<file path="src/rtl/sched_pkg.sv">
package sched_pkg;
    typedef enum logic {
        ORDER_DEADLINE = 1'b0,
        ORDER_PRIORITY = 1'b1
    } order_e;
endpackage

</file>
<file path="src/rtl/sched_tick.sv">
module sched_tick #(
    parameter int TICK_DIV = 4,
    parameter int TW       = 16,
    localparam int CW      = (TICK_DIV > 1) ? $clog2(TICK_DIV) : 1
) (
    input  logic          clk,
    input  logic          rst_n,
    input  logic          en,
    output logic [TW-1:0] now
);
    typedef struct packed {
        logic [CW-1:0] cnt;
        logic [TW-1:0] now;
    } tick_t;

    tick_t t_d, t_q;

    always_comb begin
        t_d = t_q;
        if (en) begin
            if (t_q.cnt == CW'(TICK_DIV - 1)) begin
                t_d.cnt = '0;
                t_d.now = t_q.now + 1'b1;
            end else begin
                t_d.cnt = t_q.cnt + 1'b1;
            end
        end
    end

    always_ff @(posedge clk) begin
        if (!rst_n) t_q <= '0;
        else        t_q <= t_d;
    end

    assign now = t_q.now;
endmodule

</file>
<file path="src/rtl/sched_rel_pick.sv">
module sched_rel_pick #(
    parameter int N  = 4,
    parameter int TW = 16,
    localparam int IW = (N > 1) ? $clog2(N) : 1
) (
    input  logic [N-1:0]         valid,
    input  logic [N-1:0][TW-1:0] act,
    input  logic [TW-1:0]        now,
    output logic                 hit,
    output logic [IW-1:0]        id
);
    logic [N-1:0] due;

    for (genvar g = 0; g < N; g++) begin : g_due
        assign due[g] = valid[g] && (act[g] <= now);
    end

    always_comb begin
        hit = 1'b0;
        id  = '0;
        for (int i = N - 1; i >= 0; i--) begin
            if (due[i]) begin
                hit = 1'b1;
                id  = IW'(i);
            end
        end
    end
endmodule

</file>
<file path="src/rtl/sched_rdy_pick.sv">
module sched_rdy_pick #(
    parameter int N  = 4,
    parameter int KW = 16,
    localparam int IW = (N > 1) ? $clog2(N) : 1
) (
    input  logic [N-1:0]         rdy,
    input  logic [N-1:0][KW-1:0] key,
    output logic                 any,
    output logic [IW-1:0]        id,
    output logic [KW-1:0]        best
);
    always_comb begin
        any  = 1'b0;
        id   = '0;
        best = '0;
        for (int i = 0; i < N; i++) begin
            if (rdy[i] && (!any || key[i] < best)) begin
                any  = 1'b1;
                id   = IW'(i);
                best = key[i];
            end
        end
    end
endmodule

</file>
<file path="src/rtl/sched_ctrl.sv">
module sched_ctrl
    import sched_pkg::*;
#(
    parameter int N        = 4,
    parameter int TW       = 16,
    parameter int PW       = 4,
    parameter int TICK_DIV = 4,
    localparam int IW      = (N > 1) ? $clog2(N) : 1,
    localparam int KW      = (TW > PW) ? TW : PW
) (
    input  logic          clk,
    input  logic          rst_n,
    input  logic          en,
    input  logic          order_mode,
    input  logic          init_we,
    input  logic [IW-1:0] init_id,
    input  logic [TW-1:0] init_period,
    input  logic [PW-1:0] init_prio,
    input  logic          done_cmd,
    input  logic          irq_ack,
    output logic          irq,
    output logic          missed,
    output logic [IW-1:0] next_id,
    output logic          cur_valid,
    output logic [TW-1:0] now_time
);
    typedef struct packed {
        logic [N-1:0]         valid;
        logic [N-1:0]         rdy;
        logic [N-1:0][TW-1:0] period;
        logic [N-1:0][TW-1:0] act;
        logic [N-1:0][TW-1:0] dl;
        logic [N-1:0][PW-1:0] prio;
        logic                 cur_v;
        logic [IW-1:0]        cur_id;
        logic [TW-1:0]        cur_dl;
        logic                 irq;
        logic                 missed;
        logic [IW-1:0]        nid;
    } st_t;

    st_t s_d, s_q;

    logic [TW-1:0]        now;
    logic                 rel_hit;
    logic [IW-1:0]        rel_id;
    logic [N-1:0][KW-1:0] keys;
    logic                 head_any;
    logic [IW-1:0]        head_id;
    logic [KW-1:0]        head_key;
    logic [KW-1:0]        cur_key;
    logic                 sw;
    order_e               ord;

    assign ord = order_e'(order_mode);

    sched_tick #(.TICK_DIV(TICK_DIV), .TW(TW)) u_tick (
        .clk(clk), .rst_n(rst_n), .en(en), .now(now)
    );

    sched_rel_pick #(.N(N), .TW(TW)) u_rel (
        .valid(s_q.valid), .act(s_q.act), .now(now),
        .hit(rel_hit), .id(rel_id)
    );

    for (genvar g = 0; g < N; g++) begin : g_key
        assign keys[g] = (ord == ORDER_PRIORITY) ? KW'(s_q.prio[g]) : KW'(s_q.dl[g]);
    end

    sched_rdy_pick #(.N(N), .KW(KW)) u_rdy (
        .rdy(s_q.rdy), .key(keys),
        .any(head_any), .id(head_id), .best(head_key)
    );

    assign cur_key = (ord == ORDER_PRIORITY) ? KW'(s_q.prio[s_q.cur_id]) : KW'(s_q.cur_dl);

    always_comb begin
        s_d = s_q;
        sw  = 1'b0;

        // table load, disabled only
        if (!en && init_we) begin
            s_d.valid[init_id]  = 1'b1;
            s_d.period[init_id] = init_period;
            s_d.prio[init_id]   = init_prio;
            s_d.act[init_id]    = '0;
            s_d.dl[init_id]     = '0;
            s_d.rdy[init_id]    = 1'b0;
        end

        // release of one due task; a still-pending job is dropped
        if (en && rel_hit) begin
            s_d.act[rel_id] = s_q.act[rel_id] + s_q.period[rel_id];
            if (!s_q.rdy[rel_id] && !(s_q.cur_v && s_q.cur_id == rel_id)) begin
                s_d.rdy[rel_id] = 1'b1;
                s_d.dl[rel_id]  = s_q.act[rel_id] + s_q.period[rel_id];
            end
        end

        // completion, dispatch, preemption
        if (en && done_cmd && s_q.cur_v) begin
            s_d.cur_v = 1'b0;
        end else if (en && head_any && (!s_q.cur_v || head_key < cur_key)) begin
            sw = 1'b1;
            s_d.rdy[head_id] = 1'b0;
            if (s_q.cur_v) begin
                s_d.rdy[s_q.cur_id] = 1'b1;
                s_d.dl[s_q.cur_id]  = s_q.cur_dl;
            end
            s_d.cur_v  = 1'b1;
            s_d.cur_id = head_id;
            s_d.cur_dl = s_q.dl[head_id];
            s_d.nid    = head_id;
        end

        // interrupt and missed-switch flag
        if (irq_ack) begin
            s_d.irq    = 1'b0;
            s_d.missed = 1'b0;
        end
        if (sw) begin
            if (s_q.irq && !irq_ack) s_d.missed = 1'b1;
            s_d.irq = 1'b1;
        end
    end

    always_ff @(posedge clk) begin
        if (!rst_n) s_q <= '0;
        else        s_q <= s_d;
    end

    assign irq       = s_q.irq;
    assign missed    = s_q.missed;
    assign next_id   = s_q.nid;
    assign cur_valid = s_q.cur_v;
    assign now_time  = now;
endmodule

</file>
<file path="config.mk">
export PLATFORM = sky130hd
export DESIGN_NAME = sched_ctrl
export DESIGN_NICKNAME = d
export VERILOG_FILES = /design/src/rtl/sched_pkg.sv /design/src/rtl/sched_tick.sv /design/src/rtl/sched_rel_pick.sv /design/src/rtl/sched_rdy_pick.sv /design/src/rtl/sched_ctrl.sv
export SDC_FILE = /design/constraint.sdc
export NUM_CORES = 1
export LEC_CHECK = 0
export ABC_AREA = 0
export CAP_MARGIN = 20
export CELL_PAD_IN_SITES_DETAIL_PLACEMENT = 0
export CELL_PAD_IN_SITES_GLOBAL_PLACEMENT = 2
export CORE_MARGIN = 2
export CORE_UTILIZATION = 30
export DETAILED_ROUTE_END_ITERATION = 10
export PLACE_DENSITY = 0.7
export SETUP_SLACK_MARGIN = 0.2
export SKIP_CTS_REPAIR_TIMING = 1
export SYNTH_ARGS = -nofsm -noshare
export SYNTH_HDL_FRONTEND = slang
export SYNTH_SLANG_ARGS = --single-unit
export TNS_END_PERCENT = 20
</file>
<file path="constraint.sdc">
create_clock -name clk -period 13 [get_ports clk]
set_clock_uncertainty 0.05 [all_clocks]
set_input_delay 2.6 -clock clk [delete_from_list [all_inputs] [get_ports clk]]
set_output_delay 2.6 -clock clk [all_outputs]
set_load 0.05 [all_outputs]
</file>
* Yosys cells after proc, flatten, opt, wreduce, memory -nomap -nowiden *
Cells that the tools add are included.

storage, ports and cells
  bits in registers = 255
  input bits = 29
  output and inout port bits = 21
  logic and storage cells = 166

cells by class
  add/subtract/negate cells = 3
  order comparisons = 16
  eq/ne operators = 2
  mux-type cells = 72
  bitwise gates (word level) = 12
  reductions and logical operators = 36

operator list
  cell                   number
  $bwmux 64              4
  $mux 64                4
  $mux 16                15
  $mux 212               1
  $and 64x64->64         2
  $mux 128               1
  $bmux 16 s2            3
  $demux 16 s2           3
  $le 16x16->1           4
  $lt 16x16->1           4
  $not 64->64            1
  $mux 4                 7
  $logic_and 1x1->1      20
  $mux 2                 9
  $mux 1                 17
  $add 16x1->16 const B  1
  $add 16x16->16         1
  $bwmux 16              1
  $lt 2x3->1 const B     4
  $or 4x4->4             3
  $and 4x4->4            2
  $bmux 4 s2             1
  $demux 1 s2            4
  $demux 4 s2            1
  other kinds (12)       28

* Logic depth before layout (Yosys ltp) *
Gate-level depths: netlist of run 1.

  depth in word-level cells = 24
  gate-level depth with buffers = 50
  gate-level depth less buffers = 39

* Hierarchy *
From an unflattened synthesis of run 1, not the netlist that was laid out.

second synthesis, totals
  cell total of the unflattened synthesis = 1931
  area, all modules = 16674.7 sq um

modules (own cells, without submodules)
  module          instances  cells each  area an instance (sq um)  sequential area each (sq um)
  sched_ctrl      1          1387        12246.7                   4744.6
  sched_rdy_pick  1          255         1989.4                    0.0
  sched_rel_pick  1          182         1501.4                    0.0
  sched_tick      1          107         937.1                     360.3

* Worst setup path after synthesis of run 1 *
Ideal clock, no wire load.

  path kind = input to register
  from = input order_mode
  to = register s_q[43] in the netlist's numbering
  setup time = 0.091 ns
  arrival time = 12.124 ns
  data required time = 12.859 ns
  slack = 0.735 ns
  cell stages on the path = 49
  cell sequence = buf_2 > buf_1 > nor2_1 > clkbuf_1 > nand2_1 > ha_1 > a21oi_1 > nor2_1 > a2111oi_1 > o211a_1 > or2_2 > buf_2 > buf_1 > nor2_1 > a21oi_1 > ha_1 > a21o_1 > a21o_1 > [13 not listed] > o311a_1 > a21o_1 > buf_2 > buf_2 > buf_2 > mux2i_1 > ha_1 > a21o_1 > a21oi_1 > o221ai_1 > a2111oi_0 > o211ai_1 > a211oi_1 > a211o_1 > buf_4 > nand2_2 > buf_2 > a311oi_1

on the way
  longest elaborated chain between the ends = 19

RTL lines
  what                                             RTL line              source
  start: declaration                               sched_ctrl.sv:14      input logic order_mode,
  $mux 16                                          sched_ctrl.sv:67      assign keys[g] = (ord == ORDER_PRIORITY) ? KW'(s_q.prio[g]) : KW'(s_q.dl[g]);
  $mux 16                                          sched_rdy_pick.sv:17  if (rdy[i] && (!any || key[i] < best)) begin
  $lt 16x16->1                                     sched_rdy_pick.sv:17
  $logic_or 1x1->1                                 sched_rdy_pick.sv:17
  $logic_and 1x1->1                                sched_rdy_pick.sv:17
  $mux 16 or $mux 1 (tied branches)                sched_rdy_pick.sv:17
  $lt 16x16->1 or $logic_not 1->1 (tied branches)  sched_rdy_pick.sv:17
  $logic_or 1x1->1                                 sched_rdy_pick.sv:17
  [3 not listed]                                   n/a
  $logic_or 1x1->1                                 sched_rdy_pick.sv:17
  $logic_and 1x1->1                                sched_rdy_pick.sv:17
  $mux 16                                          sched_rdy_pick.sv:17
  $lt 16x16->1                                     sched_ctrl.sv:103     end else if (en && head_any && (!s_q.cur_v || head_key < cur_key)) begin
  $logic_or 1x1->1                                 sched_ctrl.sv:103
  $logic_and 1x1->1 (*)                            sched_ctrl.sv:103
  $mux 64 (*)                                      sched_ctrl.sv:103
  $mux 64 (*)                                      sched_ctrl.sv:101     if (en && done_cmd && s_q.cur_v) begin
  end signal: assignment                           sched_ctrl.sv:128     if (!rst_n) s_q <= '0;
  end signal: assignment                           sched_ctrl.sv:129     else s_q <= s_d;
  end: declaration                                 sched_ctrl.sv:42      st_t s_d, s_q;

Mark *: on every way between the ends. The rest lies on a longest branch, timed or not.
A chain may end at the register's enable or synchronous reset.

* Worst setup path in the final report of run 1 *
  from = input order_mode
  to = register s_q[53] in the netlist's numbering

Same word-level chain as after synthesis.

==> results of run 1 <==
## routing by layer
metal | global-route usage | share of wire | vias up
li1 | - | - | 7839
met1 | 0.323 | 0.46 | 7927
met2 | 0.379 | 0.46 | 457
met3 | 0.0300 | 0.050 | 98
met4 | 0.0655 | 0.026 | 0
met5 | 0 | 0 | -
## cell type report
cell class | count | area, µm² | share of cell area
multi-input combinational | 1683 | 10800 | 0.562
sequential | 255 | 5100 | 0.266
clock buffer | 53 | 1050 | 0.0545
timing repair buffer | 104 | 951 | 0.0496
tap | 748 | 936 | 0.0488
inverter | 61 | 236 | 0.0123
clock inverter | 9 | 131 | 0.00685
## layout by cell type, fill, tap and decap left out, drive strengths merged, types with 7 or more instances in the layout
cell type and count:
nand2 314, dfxtp 255, a21oi 171, nor2 156
ha 141, a31oi 99, nor3 95, nand3 94
a211oi 89, o21ai 65, inv 63, buf 56
mux2i 54, clkbuf 53, nand2b 50, clkdlybuf4s50 48
a311oi 33, nor2b 32, o22ai 27, a21o 27
nand4 26, xnor2 20, mux2 18, o31ai 17
or2 14, or3 12, and3 11, o21a 11
o211ai 10, a211o 9, nand3b 7, xor2 7
and2 7
## power breakdown
part / total (mW) / switching [mW] / internal (mW)
logic: 0.301 / 0.211 / 0.0906
registers: 0.824 / 0.0256 / 0.798
clock network: 0.997 / 0.381 / 0.616
total: 2.12 / 0.618 / 1.50
## worst register-to-register path: cells and delay by family (launching register included)
family | cells | cell delay, ns
simple gates | 5 | 0.94
fa+ha+maj | 4 | 1.30
flops | 1 | 0.55
buf+inv | 4 | 1.34
mux | 2 | 0.56
compound gates | 24 | 5.74
## kinds of logic after synthesis
kind of cell,count (synthesis)
flip-flops,255
multiplexers,76
buffers and inverters,236
AND/OR/NAND/NOR,831
XOR/XNOR,27
adder cells (fa/ha/maj),142
AO/OA/AOI/OAI,607
## worst paths after layout
check / start / to / slack, ns / cells past startpoint
max: order_mode / s_q[53]$_SDFF_PN0_ / 0.93 / 38
min: missed$_SDFF_PN0_ / missed$_SDFF_PN0_ / 0.40 / 2
max reg2reg: s_q[231]$_SDFF_PN0_ / s_q[53]$_SDFF_PN0_ / 2.40 / 39
min reg2reg: missed$_SDFF_PN0_ / missed$_SDFF_PN0_ / 0.40 / 2
==> results.md, run 1 <==
* Die ar. at around 58000 µm²
* DP Area at around 18000 µm²
* IO Port Bufs at between 40 and 50
* Final Hold Vio Count at 0
* Total global-route track usage at 0.233
* Grt total ovfl at 0
* Mapped Nets at about 2300
* Synth area leaders: dfxtp_1 30%, ha_1 10%, nand2_1 6.9%, a21oi_1 5.0%, a211oi_1 3.9%
* Max-slew headroom at 0.241
* Later-pin clock latency in the skew report at 0.54 ns
* Finished Core Util at 0.347
* CP Data Arrival Time at 12.45 ns
* Synth-to-Final Area Change at 14.1%
* Cell count after synthesis at between 2000 and 2500
* Sequential area share after synthesis at 0.304
* Pin count of the biggest net entering global routing at between 150 and 200
* Initial Utilization at 0.304
* DRC at 0
* Vias in the first global route at 15500
* Worst path bufs/invs at 4
* Synth top area share at 0.304
* Final worst-path setup slack at approximately 0.93 ns
* Avg Vias per Cell at 5.60
* Largest delay share family, worst path: compound AO/OA/AOI/OAI gates
* Count leader, synth: nand2_1
* Synth Area in Simple Gates at 0.228
* Synth cell types at 77
* CTS Buffer Depth at 3
* Outcome: finished, final reports clean
* Fill count at roughly 5900
* Crit path capture type: flip-flop
* Cell taking the most area after synthesis: dfxtp_1
* Post-DP HPWL at between 40 and 50 mm
* Worst Setup Start Kind: input port
* First-pass DRT Iterations at 5
* Tcrit/Tclk final at 0.929
* Static leakage at 7.16 nW
* Initial antenna violation count at 0
* DP Worst Slack at 0.0166 ns
* Clk slew on worst S/H paths at about 0.060 ns
* Power Dens Cells at 111 nW/µm²
* Most frequent cells after synthesis: 309 x nand2_1, 255 x dfxtp_1, 169 x a21oi_1, 156 x nor2_1, 141 x ha_1
* Final Instance Area at 19200 µm²
* Routed wire length at 68.4 mm
* Synth Area in Compound Gates at 0.238
* Final std cells w/o fill at around 2900
* Min Hold Slack at approximately 0.40 ns
* Worst path required time at between 10 and 15 ns
* TritonCTS Buffers at 36
* H-tree depth at 2
* DR vias at ~16000
* Worst-path maximum fanout at 55
* Placed Instances at about 2800
* Chip height at ~240 µm
* Critical Setup Path Class: in2reg
* Max cap viols at 0
* Routability cong. at between 0.9 and 1
* Crit path max-delay cell type: a211oi_4
* Row count at 86
* Top_reg_cell synth: dfxtp_1
* Ant diodes at 0
* # nets final at 2312
* Clk root buf: clkbuf_16
* Share of layout cells above drive strength 1 at 0.0808
* Post-synth EDFFs at 0
* Largest family of logic cells by synthesized area: compound AO/OA/AOI/OAI gates
* CP peak stage delay at 0.67 ns
* Routed len/inst at approximately 23 µm
* Unrepaired setup endpoints after global routing: no
* CTS tree: yes
* Iter 0 DRT Violations at 1357
* Peak supply drop at 0.0000999 V
* Cell area after synthesis at roughly 17000 µm²
* Core area at between 50000 and 60000 µm²
* Mux cell area share after synthesis at 0.0495
* Ys Warns at 0
* CP dominant cell by count: a21o_1
* First-pass GRT wire length at ~100 mm
* Width of the die at between 200 and 250 µm
* XOR/XNOR Fraction of Synth Area at 0.0141
* Final TNS setup at 0 ns
* Final critical-path required period at 12.07 ns
* Clock Sinks at around 260
* # IOs at 50
* Fin. max-slew vios at 0
* Max Fclk at a little over 0.08 GHz
* Setup-failing EPs final at 0
* Antenna viol nets, final at 0
* FF+latch count, synth at approximately 260
* HP Class: reg2reg
* Slew @ Worst Pin at 1.13 ns
* Post-synth ARST share at 0
* Mapped Avg Cell Area at slightly below 8 µm²
* Adder-cell share of the synthesized area at 0.106
* Design Power at around 2.1 mW
Note: power is estimated with default switching activity, not from simulation.
==> run 2: changes to the inputs <==
--- a/config.mk
+++ b/config.mk
@@ -10,9 +10,9 @@
 export CELL_PAD_IN_SITES_DETAIL_PLACEMENT = 0
 export CELL_PAD_IN_SITES_GLOBAL_PLACEMENT = 2
 export CORE_MARGIN = 2
-export CORE_UTILIZATION = 30
+export CORE_UTILIZATION = 34
 export DETAILED_ROUTE_END_ITERATION = 10
-export PLACE_DENSITY = 0.7
+export PLACE_DENSITY = 0.78
 export SETUP_SLACK_MARGIN = 0.2
 export SKIP_CTS_REPAIR_TIMING = 1
 export SYNTH_ARGS = -nofsm -noshare
==> run 2 against run 1 <==
Net effect: critical path depth increased by 1; power fell by 3.6%; utilization up 4.1 points; combinational power decreased by 3%; critical path type unchanged; flip-flop and latch count did not move; hold slack about the same; register-to-register slack worse by 0.11 ns; cell count decreased by 3.3%; cell area fell by 1.3%.
==> results.md, run 2 (synthesized netlist as in run 1, its figures left out) <==
* Outcome: finished, final reports clean
* Met3 GRT Util at 0.0272
* Routed wire length at 65.1 mm
* Final Hold Vio Count at 0
* Finished Core Util at 0.388
* DR vias at approximately 16000
* CP dominant cell by count: ha_1
* Iter 0 DRT Violations at about 1300
* HP Class: reg2reg
* Routability cong. at roughly 0.92
* Cell depth of the worst setup path at 39
* Width of the die at approximately 230 µm
* # nets final at 2300
* RR Endpoint: s_q[53]$_SDFF_PN0_
* Placed Instances at roughly 2800
* Gate power share at 0.142
* Slew @ Worst Pin at between 1 and 1.5 ns
* Worst Setup Start Kind: input port
* Tcrit/Tclk final at 0.926
* Crit path to: s_q[53]$_SDFF_PN0_
* CTS tree: yes
* Final TNS setup at 0 ns
* DP Area at 17800 µm²
* Final std cells w/o fill at between 2000 and 3000
* R2r setup slk at between 2 and 2.5 ns
* Most frequent cells in the layout: 307 x nand2_1, 255 x dfxtp_1, 169 x a21oi_1, 155 x nor2_1, 141 x ha_1
* DRC at 0
* CTS Buffer Depth at 3
* Vias in the first global route at roughly 16000
* Clk slew on worst S/H paths at approximately 0.06 ns
* Routed len/inst at between 20 and 25 µm
* Core area at 48800 µm²
* Hold path cells at 2
* Static leakage at 7.02 nW
* Min Hold Slack at about 0.40 ns
* Ant diodes at 0
* Crit path max-delay cell type: a2111oi_1
* Peak supply drop at between 0.00009 and 0.0001 V
* IO Port Bufs at between 40 and 50
* Internal power at between 1 and 1.5 mW
* Share of layout cells above drive strength 1 at 0.0762
* Power Dens Cells at 108 nW/µm²
* Avg Vias per Cell at 5.83
* Setup-failing EPs final at 0
* Row count at slightly above 80
* Final critical-path required period at 12.04 ns
* Largest delay share family, worst path: compound AO/OA/AOI/OAI gates
* Worst path bufs/invs at 6
* H-tree depth at 1
* Critical Setup Path Class: in2reg
* TritonCTS Buffers at 30
* Flop pwr share at 0.402
* Total global-route track usage at 0.250
* R2R depth at 42
* Top Usage Layer GRT: met2
* Synth-to-Final Area Change at 12.6%
* # IOs at 50
* Grt met1 use at 0.361
* Unrepaired setup endpoints after global routing: no
* Worst Setup SP: order_mode
* Commonest non-fill, non-tap cell in the layout: nand2_1
* First-pass GRT wire length at ~99 mm
* Worst path required time at about 13 ns
* CP peak stage delay at 0.52 ns
* Pin count of the biggest net entering global routing at between 150 and 200
* Grt total ovfl at 0
* Clk root buf: clkbuf_16
* Clock share of power at 0.455
* Fin. max-slew vios at 0
* Initial Utilization at 0.344
* Chip height at 226 µm
* Final Instance Area at 18900 µm²
* Critical R2R Launch: s_q[231]$_SDFF_PN0_
* Max cap viols at 0
* Initial antenna violation count at 0
* First-pass DRT Iterations at 5
* Later-pin clock latency in the skew report at between 0.5 and 0.6 ns
* Met2 usage at 0.397
* Switch Pwr at around 0.6 mW
* Antenna viol nets, final at 0
* Post-DP HPWL at 45.8 mm
* Max-slew headroom at 0.232
* Max Fclk at approximately 0.083 GHz
* Die ar. at between 50000 and 60000 µm²
* Worst-path maximum fanout at 43
* Crit path capture type: flip-flop
* Clock Sinks at between 200 and 300
* CP Data Arrival Time at around 12 ns
* Sw Share at 0.290
run 2: changes by cell type in the layout (fill, tap and decap cells not counted), sizes merged:
cell / delta
a211oi: +1
buf: -7
bufinv: +2
clkbuf: -9
clkinv: +2
inv: -2
run 2: area by class of cell:
cell class                 count  area, µm²
timing repair buffer          97        906
fill                        5141      29900
clock buffer                  44        883
multi-input combinational   1684      10800
clock inverter                11        191
sequential                   255       5100
tap                          664        831
inverter                      61        236
run 2: power by group through the flow:
stage | clock network, mW | logic [mW] | registers, mW
final | 0.931 | 0.291 | 0.823
after global routing | 0.976 | 0.312 | 0.824
after CTS | 0.946 | 0.287 | 0.822
after detailed placement | 0 | 0.286 | 0.839
after global placement | 0 | 0.284 | 0.839
after floorplan | 0 | 0.174 | 0.827
run 2: worst min-delay path, delay by kind of cell (launching register included):
kind	cells	cell delay, ns
AO/OA/AOI/OAI	1	0.05
AND/OR/NAND/NOR	1	0.05
flip-flops	1	0.31
run 2: worst min-delay path by stage:
stage                            to  slack [ns]
after floorplan           flip-flop        0.39
after global placement    flip-flop        0.39
after detailed placement  flip-flop        0.40
after CTS                 flip-flop        0.41
after global routing      flip-flop        0.42
final                     flip-flop        0.40
run 2: routing by layer:
| metal | wire [µm] | share of wire |
|---|---|---|
| met1 | 31100 | 0.48 |
| met2 | 29100 | 0.45 |
| met3 | 3490 | 0.054 |
| met4 | 1340 | 0.021 |
| met5 | 0 | 0 |
run 2: through the flow:
step	power, mW	setup slack, ns
after floorplan	1.00	0.735
after global placement	1.12	0.579
after detailed placement	1.13	0.375
after CTS	2.06	0.961
after global routing	2.11	0.244
final	2.05	0.958
==> run 3: changes to the inputs <==
--- a/config.mk
+++ b/config.mk
@@ -12,7 +12,9 @@
 export CORE_MARGIN = 2
 export CORE_UTILIZATION = 34
 export DETAILED_ROUTE_END_ITERATION = 10
+export GPL_TIMING_DRIVEN = 0
 export PLACE_DENSITY = 0.78
+export RECOVER_POWER = 25
 export SETUP_SLACK_MARGIN = 0.2
 export SKIP_CTS_REPAIR_TIMING = 1
 export SYNTH_ARGS = -nofsm -noshare
==> run 3 against run 2 <==
Net effect: die area did not move; maximum frequency fell by 2.5%; hold slack improved by 0.00080 ns; combinational power rose by 15%; first-iteration DRC count rose by 20%; sequential share of layout area fell by 0.89 points; clock-buffer cell count rose by 3; via count rose by 6.1%.
==> results.md, run 3 (synthesized netlist as in run 1, its figures left out) <==
* Slew @ Worst Pin at roughly 1.1 ns
* Top Usage Layer GRT: met2
* Antenna viol nets, final at 0
* Fin. max-slew vios at 0
* Finished Core Util at 0.401
* Outcome: finished, final reports clean
* First-pass DRT Iterations at 5
* DP Worst Slack at -3.19 ns
* Static leakage at between 7 and 8 nW
* Clk slew on worst S/H paths at around 0.06 ns
* TritonCTS Buffers at 31
* DR vias at ~17000
* Total global-route track usage at 0.283
* Clock Sinks at 255
* DRC at 0
* Chip height at ~230 µm
* CP Data Arrival Time at 12.74 ns
* Max Fclk at 0.0809 GHz
* Commonest non-fill, non-tap cell in the layout: nand2_1
* Final critical-path required period at 12.35 ns
* H-tree depth at 1
* DP Area at 18200 µm²
* Grt met1 use at 0.364
* CP dominant cell by count: a21o_1
* Routed len/inst at ~25 µm
* Setup-failing EPs final at 0
* Met2 usage at 0.480
* Pin count of the biggest net entering global routing at 16
* HP Class: reg2reg
* Share of layout cells above drive strength 1 at 0.0875
* Crit path max-delay cell type: a2111oi_4
* Final std cells w/o fill at ~3000
* Worst path required time at 13.38 ns
* Min Hold Slack at just over 0.4 ns
* CTS tree: yes
* Routed wire length at between 70 and 80 mm
* Peak supply drop at about 0.00012 V
* Width of the die at roughly 230 µm
* Placed Instances at just under 3000
* Post-DP HPWL at ~57 mm
* Row count at 81
* Unrepaired setup endpoints after global routing: no
* Worst Setup Start Kind: input port
* Met3 GRT Util at 0.0333
* Avg Vias per Cell at a little under 6
* Final TNS setup at 0 ns
* Initial Utilization at 0.344
* Final worst-path setup slack at 0.646 ns
* Routability cong. at 0.933
* First-pass GRT wire length at 108 mm
* Max cap viols at 0
* Vias in the first global route at ~17000
* IO Port Bufs at 46
* Synth-to-Final Area Change at 16.4%
* Later-pin clock latency in the skew report at 0.59 ns
* CP peak stage delay at about 0.42 ns
* Worst-path maximum fanout at 19
* Power Dens Cells at between 100 and 150 nW/µm²
* Most frequent cells in the layout: 308 x nand2_1, 255 x dfxtp_1, 167 x a21oi_1, 155 x nor2_1, 141 x ha_1
* Crit path capture type: flip-flop
* Design Power at just over 2 mW
* Clk root buf: clkbuf_16
* Critical Setup Path Class: in2reg
* # IOs at 50
* Final Instance Area at around 20000 µm²
* # nets final at ~2400
* Tcrit/Tclk final at 0.950
* Core area at between 40000 and 50000 µm²
* Max-slew headroom at 0.247
* Initial antenna violation count at 0
* Iter 0 DRT Violations at between 1500 and 2000
* CTS Buffer Depth at 3
* Final Hold Vio Count at 0
* Die ar. at roughly 50000 µm²
* Grt total ovfl at 0
[run 3: worst max-delay path, delay by kind of cell]
family	cells	cell delay [ns]
AOI/OAI and AO/OA	22	4.53
adders and majority gates	4	1.23
buffers and inverters	14	2.84
muxes	1	0.22
and+or+nand+nor	8	1.26
[run 3: per-layer routing]
layer | vias to the layer above | share of wire
li1 | 8154 | -
met1 | 8350 | 0.43
met2 | 726 | 0.47
met3 | 180 | 0.062
met4 | 0 | 0.044
met5 | - | 0
[run 3: area by class of cell]
cell class	count	area, µm²
Clock buffer	47	936
Multi-Input combinational cell	1683	10800
Tap cell	664	831
Sequential cell	255	5100
Antenna cell	1	2.50
Inverter	61	229
Timing Repair Buffer	68	648
Clock inverter	9	124
Buffer	174	877
Fill cell	5207	29300
[run 3: final timing paths]
check	from	end	slack, ns	cells after the start
worst max-delay path	order_mode	s_q[15]$_SDFFE_PN0P_	0.65	49
worst min-delay path	flip-flop	flip-flop	0.40	2
worst max register to register	s_q[231]$_SDFF_PN0_	s_q[15]$_SDFFE_PN0P_	1.71	49
worst min register to register	flip-flop	flip-flop	0.40	2
[run 3: report_power, final]
part           total [mW]  switching [mW]  internal (mW)
sequential          0.822          0.0243          0.798
clock               0.913           0.362          0.551
combinational       0.334           0.234         0.0999
